**config.mk**
```make
export PLATFORM = sky130hd
export DESIGN_NAME = ahbApbBridge
export DESIGN_NICKNAME = d
export VERILOG_FILES = /design/src/rtl/bridgePkg.sv /design/src/rtl/bridgeCtrl.sv /design/src/rtl/bridgeDatapath.sv /design/src/rtl/ahbApbBridge.sv
export SDC_FILE = /design/constraint.sdc
export NUM_CORES = 1
export LEC_CHECK = 0
export ABC_AREA = 1
export BUFFER_PORTS_ARGS = -buffer_cell sky130_fd_sc_hd__buf_2
export CORE_AREA = 10 10 262 264
export DETAILED_ROUTE_END_ITERATION = 6
export DIE_AREA = 0 0 272 274
export PLACE_DENSITY = 0.34
export SYNTH_ARGS = -nofsm -noshare
export SYNTH_HDL_FRONTEND = slang
export SYNTH_HIERARCHICAL = 1
export SYNTH_SLANG_ARGS = --single-unit
```
**constraint.sdc**
```tcl
create_clock -name hclk -period 3.4 [get_ports hclk]
set_clock_uncertainty 0.2 [all_clocks]
set_input_delay 0.51 -clock hclk [delete_from_list [all_inputs] [get_ports hclk]]
set_output_delay 0.51 -clock hclk [all_outputs]
set_load 0.02 [all_outputs]
```
**src/rtl/bridgePkg.sv**
```systemverilog
package bridgePkg;

  typedef enum logic [2:0] {
    ST_IDLE   = 3'd0,
    ST_WAIT   = 3'd1,
    ST_SETUP  = 3'd2,
    ST_ACCESS = 3'd3,
    ST_DONE   = 3'd4,
    ST_ERR1   = 3'd5,
    ST_ERR2   = 3'd6,
    ST_BAD    = 3'd7
  } bridgeState_t;

  // strobes from the control machine to the datapath
  typedef struct packed {
    logic captAddr;
    logic captData;
    logic selActive;
    logic enableOn;
    logic captRead;
  } bridgeStrb_t;

  localparam logic [2:0] HSIZE_WORD = 3'b010;

endpackage

```
**src/rtl/bridgeCtrl.sv**
```systemverilog
module bridgeCtrl
  import bridgePkg::*;
(
  input  logic        hclk,
  input  logic        hresetn,
  input  logic        hsel,
  input  logic        transActive,
  input  logic        hready,
  input  logic        selReady,
  input  logic        selErr,
  output bridgeStrb_t strb,
  output logic        hreadyout,
  output logic        hresp
);

  bridgeState_t state, stateNxt;
  logic canTake;
  logic accept;

  assign canTake = (state == ST_IDLE) || (state == ST_DONE) || (state == ST_ERR2);
  assign accept  = canTake && hsel && transActive && hready;

  always_comb begin
    stateNxt = state;
    unique case (state)
      ST_IDLE, ST_DONE, ST_ERR2: stateNxt = accept ? ST_WAIT : ST_IDLE;
      ST_WAIT:   stateNxt = ST_SETUP;
      ST_SETUP:  stateNxt = ST_ACCESS;
      ST_ACCESS: begin
        if (selReady) stateNxt = selErr ? ST_ERR1 : ST_DONE;
      end
      ST_ERR1:   stateNxt = ST_ERR2;
      default:   stateNxt = ST_IDLE;
    endcase
  end

  always_ff @(posedge hclk or negedge hresetn) begin
    if (!hresetn) state <= ST_IDLE;
    else          state <= stateNxt;
  end

  always_comb begin
    strb.captAddr  = accept;
    strb.captData  = (state == ST_WAIT);
    strb.selActive = (state == ST_SETUP) || (state == ST_ACCESS);
    strb.enableOn  = (state == ST_ACCESS);
    strb.captRead  = (state == ST_ACCESS) && selReady;
  end

  assign hreadyout = canTake;
  assign hresp     = (state == ST_ERR1) || (state == ST_ERR2);


  err_two_cycle_chk: assert property (@(posedge hclk) disable iff (!hresetn)
    (hresp && !hreadyout) |=> (hresp && hreadyout));


  err_entry_chk: assert property (@(posedge hclk) disable iff (!hresetn)
    (strb.enableOn && selReady && selErr) |=> (hresp && !hreadyout));


  ok_entry_chk: assert property (@(posedge hclk) disable iff (!hresetn)
    (strb.enableOn && selReady && !selErr) |=> (hreadyout && !hresp));

endmodule

```
**src/rtl/bridgeDatapath.sv**
```systemverilog
module bridgeDatapath
  import bridgePkg::*;
#(
  parameter int SLOT_BITS = 4,
  parameter int SPAN_BITS = 12,
  parameter int DATA_W = 32,
  parameter logic [(1<<SLOT_BITS)-1:0] SLOT_POPULATED = '1
) (
  input  logic                              hclk,
  input  logic                              hresetn,
  input  bridgeStrb_t                       strb,
  input  logic [SLOT_BITS+SPAN_BITS-1:2]    addrIn,
  input  logic                              writeIn,
  input  logic [DATA_W-1:0]                 hwdata,
  output logic [DATA_W-1:0]                 hrdata,
  output logic [SPAN_BITS-1:2]              paddr,
  output logic                              pwrite,
  output logic [DATA_W-1:0]                 pwdata,
  output logic                              penable,
  output logic [(1<<SLOT_BITS)-1:0]         psel,
  input  logic [(1<<SLOT_BITS)*DATA_W-1:0]  prdata,
  input  logic [(1<<SLOT_BITS)-1:0]         pready,
  input  logic [(1<<SLOT_BITS)-1:0]         pslverr,
  output logic                              selReady,
  output logic                              selErr
);

  localparam int SLOT_N = 1 << SLOT_BITS;
  localparam int ADDR_W = SLOT_BITS + SPAN_BITS;

  logic [ADDR_W-1:2]    addrReg;
  logic                 writeReg;
  logic [DATA_W-1:0]    wdataReg;
  logic [DATA_W-1:0]    rdataReg;
  logic [SLOT_BITS-1:0] slotIdx;

  logic [DATA_W-1:0] slotRd [SLOT_N];
  logic [SLOT_N-1:0] slotRdy;
  logic [SLOT_N-1:0] slotErr;

  assign slotIdx = addrReg[ADDR_W-1:SPAN_BITS];

  always_ff @(posedge hclk or negedge hresetn) begin
    if (!hresetn) begin
      addrReg  <= '0;
      writeReg <= 1'b0;
    end else if (strb.captAddr) begin
      addrReg  <= addrIn;
      writeReg <= writeIn;
    end
  end

  always_ff @(posedge hclk or negedge hresetn) begin
    if (!hresetn)           wdataReg <= '0;
    else if (strb.captData) wdataReg <= hwdata;
  end

  for (genvar g = 0; g < SLOT_N; g++) begin : gSlot
    if (SLOT_POPULATED[g]) begin : gPop
      assign slotRd[g]  = prdata[g*DATA_W +: DATA_W];
      assign slotRdy[g] = pready[g];
      assign slotErr[g] = pslverr[g];
      assign psel[g]    = strb.selActive && (slotIdx == SLOT_BITS'(g));
    end else begin : gEmpty
      assign slotRd[g]  = '0;
      assign slotRdy[g] = 1'b1;
      assign slotErr[g] = 1'b0;
      assign psel[g]    = 1'b0;
    end
  end

  assign selReady = slotRdy[slotIdx];
  assign selErr   = slotErr[slotIdx];

  always_ff @(posedge hclk or negedge hresetn) begin
    if (!hresetn)           rdataReg <= '0;
    else if (strb.captRead) rdataReg <= slotRd[slotIdx];
  end

  assign hrdata  = rdataReg;
  assign paddr   = addrReg[SPAN_BITS-1:2];
  assign pwrite  = writeReg;
  assign pwdata  = wdataReg;
  assign penable = strb.enableOn;


  psel_onehot_chk: assert property (@(posedge hclk) disable iff (!hresetn)
    $onehot0(psel));


  setup_first_chk: assert property (@(posedge hclk) disable iff (!hresetn)
    $rose(|psel) |-> !penable);


  wait_hold_chk: assert property (@(posedge hclk) disable iff (!hresetn)
    (penable && !selReady) |=> (penable && $stable(paddr) && $stable(pwdata) && $stable(psel)));

endmodule

```
**src/rtl/ahbApbBridge.sv**
```systemverilog
module ahbApbBridge
  import bridgePkg::*;
#(
  parameter int SLOT_BITS = 4,
  parameter int SPAN_BITS = 12,
  parameter int DATA_W = 32,
  parameter logic [(1<<SLOT_BITS)-1:0] SLOT_POPULATED = '1
) (
  input  logic                              hclk,
  input  logic                              hresetn,
  input  logic                              hsel,
  input  logic [SLOT_BITS+SPAN_BITS-1:0]    haddr,
  input  logic [1:0]                        htrans,
  input  logic                              hwrite,
  input  logic [2:0]                        hsize,
  input  logic [DATA_W-1:0]                 hwdata,
  input  logic                              hready,
  output logic                              hreadyout,
  output logic                              hresp,
  output logic [DATA_W-1:0]                 hrdata,
  output logic [SPAN_BITS-1:2]              paddr,
  output logic                              pwrite,
  output logic [DATA_W-1:0]                 pwdata,
  output logic                              penable,
  output logic [(1<<SLOT_BITS)-1:0]         psel,
  input  logic [(1<<SLOT_BITS)*DATA_W-1:0]  prdata,
  input  logic [(1<<SLOT_BITS)-1:0]         pready,
  input  logic [(1<<SLOT_BITS)-1:0]         pslverr
);

  localparam int ADDR_W = SLOT_BITS + SPAN_BITS;

  bridgeStrb_t strb;
  logic selReady;
  logic selErr;

  bridgeCtrl u_ctrl (
    .hclk        (hclk),
    .hresetn     (hresetn),
    .hsel        (hsel),
    .transActive (htrans[1]),
    .hready      (hready),
    .selReady    (selReady),
    .selErr      (selErr),
    .strb        (strb),
    .hreadyout   (hreadyout),
    .hresp       (hresp)
  );

  bridgeDatapath #(
    .SLOT_BITS      (SLOT_BITS),
    .SPAN_BITS      (SPAN_BITS),
    .DATA_W         (DATA_W),
    .SLOT_POPULATED (SLOT_POPULATED)
  ) u_dp (
    .hclk     (hclk),
    .hresetn  (hresetn),
    .strb     (strb),
    .addrIn   (haddr[ADDR_W-1:2]),
    .writeIn  (hwrite),
    .hwdata   (hwdata),
    .hrdata   (hrdata),
    .paddr    (paddr),
    .pwrite   (pwrite),
    .pwdata   (pwdata),
    .penable  (penable),
    .psel     (psel),
    .prdata   (prdata),
    .pready   (pready),
    .pslverr  (pslverr),
    .selReady (selReady),
    .selErr   (selErr)
  );

  // input assumption: only word-sized, aligned single transfers
  word_xfer_chk: assert property (@(posedge hclk) disable iff (!hresetn)
    (hsel && hready && htrans[1]) |-> (hsize == HSIZE_WORD && haddr[1:0] == 2'b00));

  // input assumption: no BUSY transfer type
  no_busy_chk: assert property (@(posedge hclk) disable iff (!hresetn)
    hsel |-> (htrans != 2'b01));


  stall_while_apb_chk: assert property (@(posedge hclk) disable iff (!hresetn)
    (|psel || penable) |-> !hreadyout);

endmodule

```
==> results.py, run 1 <==
metrics = {
    "outcome": {
        "status": "finished clean",
    },
    "die": {
        "die_area_mm2": 0.0745,
        "die_w_um": 272,
        "core-area_mm2": 0.0636,
        "fp-row-count": 93,
        "start_util_pct": 14.0,
        "io_pins": 696,
        "fp.dieH_um": 274,
    },
    "detailed_routing": {
        "first_iter_violations": 749,
        "antenna_left": 0,
        "wl_per_cell_um": 20.9,
        "drt-pass1-iter-count": 5,
        "viasPerCell": 3.98,
        "dr_total_vias": 12800,
        "drcViolationCount": 0,
        "drt-total-wl_mm": 67.2,
    },
    "clock_network": {
        "clock_latency_ns": 0.37,
        "cts_tree": "built",
        "post_cts_resized": 0,
        "cts.htree.levels": 3,
        "cts_made_buffers": 9,
        "clock_sinks": 82,
        "clk_pin_slew_ns": 0.07,
        "ctsHoldBuffers": 1,
        "root_buffer": "clkbuf_16",
        "ctsLongestPathBuffers": 2,
        "cts_setup_buffers": 0,
    },
    "synth": {
        "yosysWarnings": 6,
        "synth.most_common_cell": "nand2_1",
        "ys_ff_latch": 82,
        "seq_area_frac_synth_pct": 23.1,
        "synth_top_cell_by_area": "nand2_1",
        "avgSynthCellArea_um2": 5.11,
        "synth.top_cell.area_share_pct": 53.3,
        "synthSimpleGateAreaFrac_pct": 63.7,
        "synth_top_family_by_area": "simple AND/OR/NAND/NOR gates",
        "synth_xor_xnor_area_share_pct": 0,
        "synth_flop_cell": "dfrtp_1",
        "syn_area_mm2": 0.00890,
        "synth-edff-count": 0,
        "synth_area_leaders": "nand2_1 53%, dfrtp_1 23%, mux2_2 5.4%, nor2_1 4.9%, nand3_1 4.3%",
        "netlist_instances": 1741,
        "synth.area.mux_share_pct": 5.44,
        "ys_types": 19,
        "synth-adder-area-share_pct": 0,
        "ys_top_cells_by_count": "1263 x nand2_1, 117 x nor2_1, 82 x dfrtp_1",
        "synth_async_sr_flop_share_pct": 100,
        "synth_compound_area_share_pct": 0.534,
        "synthesis.nets": 2343,
    },
    "layout": {
        "area_growth_pct": 51.7,
        "fillers": 7642,
        "final_nets": 2950,
        "fin_util_pct": 21.2,
        "drive_above_1_share_pct": 33.7,
    },
    "worst_setup_path": {
        "critical_path_buf_inv_count": 2,
        "critPathTopFamily": "flip-flops",
        "cp_slowest_stage_delay_ns": 0.73,
        "critPathKind": "reg -> out",
        "critPathLaunchType": "flip-flop",
        "path_cells": "inv_6 > nor2_4 > nand2_1 > nor2_1 > buf_2",
        "crit_slowest_cell": "dfrtp_4",
        "crit_fanout": 30,
        "worstPathRequired_ns": 2.69,
        "regToRegSetupSlack_ns": 0.60,
        "end_kind": "primary output",
        "worstPathArrival_ns": 2.15,
    },
    "run": {
        "max_cap_viol_count": 0,
    },
    "sta": {
        "postLayoutSetupSlackWorst_ns": 0.540,
        "fin_crit_sh_pct": 84.1,
        "final-setup-viol-count": 0,
        "hold_viol": 0,
        "tightest_slew_ns": 0.823,
        "worst_slew_margin_rel_pct": 45.1,
        "rsz0062_at_grt": "false",
        "setup_tns_ns": 0,
        "fin_crit_ns": 2.86,
        "fmax_ghz": 0.350,
        "slew_violations": 0,
    },
    "global_route": {
        "gr-usage-all-layers_pct": 17.3,
        "grt-ovfl-total": 0,
        "antenna_found_initial": 11,
        "grt_max_degree": 149,
        "first_global_vias": 13400,
        "grt_pass1_wl_mm": 94.5,
    },
    "hold_path": {
        "worst_hold_path_type": "in -> reg",
    },
    "placed_design": {
        "place_hpwl_mm": 56.5,
        "io_buffers": 689,
        "dp_slack_ns": 0.609,
        "place_congestion": 0.892,
    },
    "power_and_ir_drop": {
        "worst_ir_drop_vdd_mv": 0.408,
        "power.density_mw_per_mm2": 893,
        "power_leakage_nw": 7.98,
        "power_mw": 12.1,
    },
}
report_power, final:
group | internal, mW | switching, mW | leakage (nW) | total [mW]
clock network | 0.579 | 0.471 | 0.141 | 1.05
registers | 1.49 | 0.406 | 0.957 | 1.90
logic | 2.68 | 6.43 | 6.88 | 9.11
worst paths after layout:
path / from / endpoint / depth (start not counted)
max: u_dp/addrReg[12] / psel[1] / 5
min: haddr[13] / u_dp/addrReg[13] / 3
max reg2reg: u_dp/addrReg[12] / u_dp/hrdata[7] / 12
min reg2reg: u_dp/hrdata[14] / u_dp/hrdata[14] / 2
max in group asynchronous: hresetn / u_dp/hrdata[16] / 3
min in group asynchronous: hresetn / u_dp/pwdata[18] / 2
metrics by stage:
| step | cells | hold slack, ns | instance area, um^2 |
|---|---|---|---|
| finish | 3214 | 0.138 | 13500 |
| global route | 3214 | 0.135 | 13500 |
| CTS | 3208 | 0.109 | 13500 |
| detailed placement | 3191 | 0.289 | 13200 |
| global placement | 3191 | 0.286 | 13200 |
| floorplan | 1741 | 0.0144 | 8900 |
registers in the layout (all words and copies together), names as in the netlist:
register,count
u_ctrl/state,3
u_dp/addrReg,14
u_dp/hrdata,32
u_dp/pwdata,32
u_dp/pwrite,1
cell usage in the layout (no fill, tap or decap), drive strengths merged:
cell type    count
clkbuf          10
buf            716
a21oi            1
clkinvlp         2
mux2            43
nand2         1263
bufinv           1
diode            6
nand4           10
inv             17
dlygate4sd3      1
o21ai            7
clkinv           1
nand3           76
dfrtp           82
nor2           123
layout make-up:
cell class	count	area (um^2)	share of cell area, %
Inverter	15	63.8	0.473
Timing Repair Buffer	717	3750	27.8
Clock buffer	10	229	1.70
Clock inverter	6	73.8	0.547
Multi-Input combinational cell	1523	6240	46.2
Antenna cell	6	15.0	0.111
Sequential cell	82	2060	15.3
Tap cell	855	1070	7.92
kinds of logic (layout without fill, tap and decap cells):
kind of cell,after synthesis,count (layout)
simple gates,1472,1472
buf+inv,136,748
flops,82,82
mux,43,43
compound gates,8,8
other cells,0,6
routing by layer:
metal | vias to the layer above | part of all wire (%) | global-route usage [%]
met5 | - | 0.055 | 0
met4 | 6 | 1.4 | 3.74
met3 | 36 | 6.1 | 4.15
met2 | 415 | 47 | 28.1
met1 | 5872 | 46 | 22.8
li1 | 6476 | - | -
worst min-delay path, cell delays in order:
cell and delay [ns]:
buf_2 0.07, nand2_1 0.04, o21ai_0 0.05
No activity file was read; power rests on OpenSTA's default activity.
==> inputs of run 2 (changes only) <==
Settings changed: CORE_AREA 10 10 262 264 to 10 10 260 262, DIE_AREA 0 0 272 274 to 0 0 270 272, PLACE_DENSITY 0.34 to 0.36.
Clock period 3.4 ns to 2.5 ns, I/O delays scaled along.
==> run 2 against run 1 <==
Effect of this change:
- via count is 1.4% higher
- non-clock buffer count is 50 higher
- combinational power grew 43%
- setup slack worse by 0.42 ns
- wire length down 3.5%
- cell area is 4.0% higher
- final cell count grew 1.5%
- critical path type unchanged
- highest routed layer unchanged
==> results.py, run 2 (synthesis results as in run 1) <==
metrics = {
    "hold_path": {
        "worstHoldEndpoint": "u_dp/addrReg[12]",
        "worst_hold_path_type": "in -> reg",
        "holdPathStages": 3,
        "hold_start": "haddr[12]",
    },
    "layout": {
        "final_cell_mix": "1263 x nand2_1, 688 x buf_2, 113 x nor2_1",
        "seq_area_mm2": 0.00206,
        "multi_input_area_mm2": 0.00624,
        "final_common_cell": "nand2_1",
        "area_growth_pct": 57.7,
        "fillers": 7484,
        "drive_above_1_share_pct": 34.2,
        "final_nets": 3000,
        "fin_cells": 3262,
    },
    "sta": {
        "fmax_ghz": 0.420,
        "slew_violations": 0,
        "hold_viol": 0,
        "fin_crit_ns": 2.38,
        "postLayoutSetupSlackWorst_ns": 0.116,
        "tightest_slew_ns": 0.528,
        "fin_crit_sh_pct": 95.3,
        "worst_slew_margin_rel_pct": 64.8,
        "final-setup-viol-count": 0,
        "rsz0062_at_grt": "false",
    },
    "worst_setup_path": {
        "regToRegSetupSlack_ns": 0.18,
        "cp_slowest_stage_delay_ns": 0.55,
        "end_kind": "primary output",
        "worstPathRequired_ns": 1.92,
        "critical_path_buf_inv_count": 3,
        "critPathLaunchType": "flip-flop",
        "worstReg2RegEnd": "u_dp/hrdata[3]",
        "path_cells": "inv_4 > nor2_4 > buf_4 > nand2_1 > nor2_1 > buf_2",
        "worstRegToRegCells": 11,
        "r2r_start": "u_dp/addrReg[12]",
        "worstPathArrival_ns": 1.81,
        "critPathKind": "reg -> out",
        "crit_fanout": 10,
        "crit_slowest_cell": "dfrtp_4",
        "critPathTopFamily": "flip-flops",
    },
    "die": {
        "fp-row-count": 92,
        "io_pins": 696,
        "die_w_um": 270,
        "die_area_mm2": 0.0734,
        "fp.dieH_um": 272,
        "core-area_mm2": 0.0625,
        "start_util_pct": 14.2,
    },
    "global_route": {
        "grt_pass1_wl_mm": 91.9,
        "gr-usage-all-layers_pct": 16.8,
        "grt_max_degree": 98,
        "grt-ovfl-total": 0,
        "first_global_vias": 13300,
        "antenna_found_initial": 12,
    },
    "detailed_routing": {
        "dr_total_vias": 13000,
        "wl_per_cell_um": 19.9,
        "viasPerCell": 3.98,
        "drcViolationCount": 0,
        "first_iter_violations": 773,
        "antenna_left": 0,
        "drt-total-wl_mm": 64.8,
        "drt-pass1-iter-count": 6,
    },
    "placed_design": {
        "io_buffers": 689,
        "place_hpwl_mm": 55.1,
        "dp_cells": 3206,
        "place_congestion": 0.884,
        "dp_slack_ns": 0.0930,
    },
    "power_and_ir_drop": {
        "p_int_mw": 6.97,
        "worst_ir_drop_vdd_mv": 0.497,
        "power.density_mw_per_mm2": 1200,
        "seqPwrFrac_pct": 14.7,
        "pwr-share-clk_pct": 8.7,
        "power.switching_mw": 9.94,
        "p_sw_share_pct": 58.8,
        "power_frac_comb_pct": 76.6,
        "power_leakage_nw": 8.25,
    },
    "clock_network": {
        "clock_latency_ns": 0.38,
        "cts_made_buffers": 9,
        "cts_tree": "built",
        "clock_sinks": 82,
        "cts.htree.levels": 3,
        "ctsLongestPathBuffers": 2,
        "clk_pin_slew_ns": 0.07,
        "root_buffer": "clkbuf_16",
    },
    "run": {
        "max_cap_viol_count": 0,
    },
    "outcome": {
        "status": "finished clean",
    },
}
## run 2: changes by cell type in the layout (fill, tap and decap cells not counted), sizes merged
| cell | previous run | this run |
|---|---|---|
| diode | 6 | 13 |
| clkbuf | 10 | 9 |
| buf | 716 | 743 |
| inv | 17 | 19 |
| dlygate4sd3 | 1 | 24 |
| clkinvlp | 2 | 1 |
## run 2: metrics by stage
stage	power, mW	area (um^2)	hold WS, ns	util [%]	TNS (ns)
after global routing	18.6	14000	0.00595	22.4	0
after detailed placement	15.7	13400	0.0994	21.5	0
after global placement	15.7	13400	0.0990	21.5	0
final	16.9	14000	0.0216	22.5	0
after floorplan	10.0	8900	-0.121	-	-0.752
after CTS	17.2	14000	0.000110	22.4	0
## run 2: repair_timing
action                     4_1_cts  5_1_grt
hold endpoints to repair        43        0
hold buffers                    24        0
buffers inserted                 0        3
gates resized for setup          0        2
setup endpoints to repair        0        3
## run 2: power by group through the flow
| stage | Sequential (mW) | Clock, mW | Combinational, mW |
|---|---|---|---|
| 3_3_place_gp | 2.50 | 0 | 13.2 |
| 3_5_place_dp | 2.52 | 0 | 13.1 |
| 4_1_cts | 2.51 | 1.53 | 13.2 |
| 5_1_grt | 2.59 | 1.57 | 14.5 |
| 2_1_floorplan | 3.05 | 0 | 6.97 |
| 6_report | 2.49 | 1.46 | 13.0 |
## run 2: worst max-delay path by stage
stage          slack (ns)              end  cells after the start             start
2_1_floorplan       -0.04   u_dp/hrdata[4]                     15  u_dp/addrReg[12]
3_3_place_gp         0.07  u_dp/hrdata[23]                      8  u_dp/addrReg[13]
3_5_place_dp         0.09  u_dp/hrdata[23]                      8  u_dp/addrReg[13]
4_1_cts              0.02          psel[1]                      6  u_dp/addrReg[12]
5_1_grt             0.006  u_dp/hrdata[23]                     12  u_dp/addrReg[12]
6_report             0.12          psel[2]                      6  u_dp/addrReg[13]
## run 2: area by class of cell
| cell class | instances | share of cell area, % |
|---|---|---|
| Multi-Input combinational cell | 1523 | 44.4 |
| Clock inverter | 7 | 0.588 |
| Inverter | 15 | 0.455 |
| Antenna cell | 13 | 0.232 |
| Timing Repair Buffer | 767 | 30.5 |
| Clock buffer | 9 | 1.60 |
| Sequential cell | 82 | 14.7 |
| Tap cell | 846 | 7.54 |
## run 2: worst register-to-register path, delay by kind of cell, from the launching register on
kind,cells,cell delay [ns]
flip-flops,1,0.57
buffers and inverters,3,0.57
AND/OR/NAND/NOR,8,0.92
## run 2: routing by layer
layer,part of all wire [%],global-route usage [%]
met1,46,21.8
met2,46,27.5
met3,6.4,4.10
met4,1.6,4.44
met5,0.020,0
==> inputs of run 3 (changes only) <==
Settings changed: ABC_AREA 1 to 0, CORE_AREA 10 10 260 262 to 10 10 265 267, DIE_AREA 0 0 270 272 to 0 0 275 277, PLACE_DENSITY 0.36 to 0.35.
==> run 3 against run 2 <==
Effect of this change:
- setup slack worse by 0.048 ns
- wire length is 17% lower
- die area rose by 3.7%
- clock power barely moved
- cell area decreased by 6.5%
- synthesized cell count shrank 57%
- via count fell by 29%
==> results.py, run 3 <==
metrics = {
    "outcome": {
        "status": "finished clean",
    },
    "synth": {
        "seq_area_frac_synth_pct": 26.5,
        "netlist_instances": 747,
        "ys_types": 38,
        "avgSynthCellArea_um2": 10.4,
        "synth_area_leaders": "dfrtp_1 27%, mux2i_1 25%, mux4_2 10%, mux2_2 6.8%, o22ai_1 5.0%",
        "synth_flop_cell": "dfrtp_1",
        "synth_async_sr_flop_share_pct": 100,
        "synthesis.nets": 1349,
        "synth.most_common_cell": "mux2i_1",
        "synth.top_cell.area_share_pct": 26.5,
        "ys_top_cells_by_count": "192 x mux2i_1, 82 x dfrtp_1, 79 x nor2_1",
        "synth_top_cell_by_area": "dfrtp_1",
        "syn_area_mm2": 0.00774,
        "yosysWarnings": 6,
        "synth-edff-count": 0,
        "ys_ff_latch": 82,
    },
    "worst_setup_path": {
        "startpoint": "u_dp/addrReg[12]",
        "end_kind": "flip-flop",
        "crit_fanout": 36,
        "critPathLaunchType": "flip-flop",
        "worstPathArrival_ns": 2.49,
        "r2r_start": "u_dp/addrReg[12]",
        "critPathKind": "reg -> reg",
        "regToRegSetupSlack_ns": 0.07,
        "path_cells": "mux4_2 > mux4_2 > and3_4 > buf_12 > nor2_1 > a31oi_1",
        "cp_common_cell": "mux4_2",
        "cp_slowest_stage_delay_ns": 0.53,
        "crit_slowest_cell": "mux4_2",
        "worstPathRequired_ns": 2.56,
    },
    "detailed_routing": {
        "drt-total-wl_mm": 53.6,
        "met3_length_mm": 4.03,
        "wl_met2_mm": 28.2,
        "viasPerCell": 3.93,
        "drcViolationCount": 0,
        "dr_total_vias": 9171,
        "first_iter_violations": 392,
        "wl_per_cell_um": 22.9,
        "antenna_left": 0,
        "drt-pass1-iter-count": 5,
        "wl_met1_mm": 20.3,
        "highest_layer": "met5",
    },
    "run": {
        "max_cap_viol_count": 0,
    },
    "die": {
        "die_area_mm2": 0.0762,
        "fp-row-count": 94,
        "fp.dieH_um": 277,
        "die_w_um": 275,
        "core-area_mm2": 0.0652,
        "start_util_pct": 11.9,
        "io_pins": 696,
    },
    "clock_network": {
        "ctsLongestPathBuffers": 2,
        "clock_latency_ns": 0.39,
        "cts_tree": "built",
        "cts_setup_buffers": 0,
        "cts.htree.levels": 3,
        "clock_sinks": 82,
        "root_buffer": "clkbuf_16",
        "cts_made_buffers": 9,
        "clk_pin_slew_ns": 0.08,
    },
    "sta": {
        "slew_violations": 0,
        "hold_viol": 0,
        "postLayoutSetupSlackWorst_ns": 0.0687,
        "fin_crit_ns": 2.43,
        "fmax_ghz": 0.411,
        "tightest_slew_ns": 0.498,
        "fin_crit_sh_pct": 97.3,
        "final-setup-viol-count": 0,
        "rsz0062_at_grt": "true",
        "worst_slew_margin_rel_pct": 65.9,
    },
    "hold_path": {
        "worst_hold_path_type": "in -> reg",
        "hold_start": "hwdata[23]",
    },
    "layout": {
        "drive_above_1_share_pct": 59.9,
        "fin_util_pct": 20.2,
        "final_common_cell": "buf_2",
        "diodes": 0,
        "seq_area_mm2": 0.00206,
        "area_growth_pct": 69.7,
        "final_cell_mix": "688 x buf_2, 191 x mux2i_1, 78 x dfrtp_1",
        "multi_input_area_mm2": 0.00515,
        "final_nets": 2069,
        "fillers": 7343,
    },
    "power_and_ir_drop": {
        "power_leakage_nw": 6.33,
        "power.density_mw_per_mm2": 1100,
        "worst_ir_drop_vdd_mv": 0.351,
    },
    "placed_design": {
        "place_hpwl_mm": 46.0,
        "place_congestion": 0.875,
        "io_buffers": 689,
        "dp_slack_ns": -0.00907,
    },
    "global_route": {
        "grt_pass1_wl_mm": 74.5,
        "gr-usage-all-layers_pct": 13.4,
        "first_global_vias": 10300,
        "grt_max_degree": 44,
        "grt-ovfl-total": 0,
        "antenna_found_initial": 1,
    },
}
-- run 3: cell types whose count changed in the layout (fill, tap and decap cells not counted), sizes merged, moves of 10 or more --
cell and delta:
a221oi +13, a2bb2oi +19, a31oi +32, diode -13, dlygate4sd3 +22, inv -15
mux2i +192, mux4 +42, nand2 -1240, nand3 -54, nand4 -10, nor2 -44
o22ai +64
-- run 3: cells by family (layout without fill, tap and decap cells) --
group	after synthesis	in the layout	share of synthesized area [%]
compound gates	146	146	12.9
buf+inv	88	813	7.65
mux	281	281	44.2
simple gates	150	150	8.73
flops	82	82	26.5
-- run 3: report_power, final --
part / leakage, nW / total (mW) / internal, mW / switching [mW]
sequential: 0.947 / 2.56 / 2.04 / 0.525
clock: 0.139 / 1.48 / 0.705 / 0.780
combinational: 5.24 / 10.4 / 4.54 / 5.84
total: 6.33 / 14.4 / 7.28 / 7.15
-- run 3: layout make-up --
| class | instances | share of cell area (%) |
|---|---|---|
| Clock buffer | 9 | 1.72 |
| Clock inverter | 7 | 0.543 |
| Inverter | 1 | 0.0286 |
| Multi-Input combinational cell | 577 | 39.2 |
| Sequential cell | 82 | 15.7 |
| Tap cell | 864 | 8.23 |
| Timing Repair Buffer | 796 | 34.5 |
-- run 3: metrics by stage --
| stage | power [mW] | std cells | hold WS [ns] | area [um^2] | setup TNS, ns |
|---|---|---|---|---|---|
| 3_5_place_dp | 13.1 | 2274 | 0.0879 | 12300 | -0.00907 |
| 5_1_grt | 15.5 | 2336 | 0.0415 | 13100 | -0.204 |
| 3_3_place_gp | 13.1 | 2274 | 0.0844 | 12300 | -0.00228 |
| 6_report | 14.4 | 2336 | 0.0551 | 13100 | 0 |
| 4_1_cts | 14.8 | 2336 | 0.0211 | 13100 | 0 |
| 2_1_floorplan | 9.28 | 747 | -0.121 | 7790 | 0 |
-- run 3: timing repair --
item | 4_1_cts | 5_1_grt
hold endpoints to repair | 72 | 0
gates resized for setup | 1 | 16
hold buffers | 46 | 0
pin swaps | 1 | 0
endpoints found under the setup margin | 2 | 32
-- run 3: final timing paths --
kind	to	cells after the start
max	u_dp/hrdata[27]	6
min	u_dp/pwdata[23]	2
max reg2reg	u_dp/hrdata[27]	6
min reg2reg	u_dp/pwdata[6]	1
max in group asynchronous	u_dp/hrdata[28]	3
min in group asynchronous	u_dp/pwdata[11]	2
-- run 3: routing by layer --
metal / up-vias / global-route usage, %
li1: 4316 / -
met1: 4393 / 14.7
met2: 418 / 24.9
met3: 42 / 3.22
met4: 2 / 4.01
met5: - / 0
-- run 3: critical path: cells and delay by family (launching register included) --
kind,cells,cell delay (ns)
muxes,2,1.03
DFF,1,0.48
AOI/OAI and AO/OA,1,0.05
buffers and inverters,1,0.18
and+or+nand+nor,2,0.35
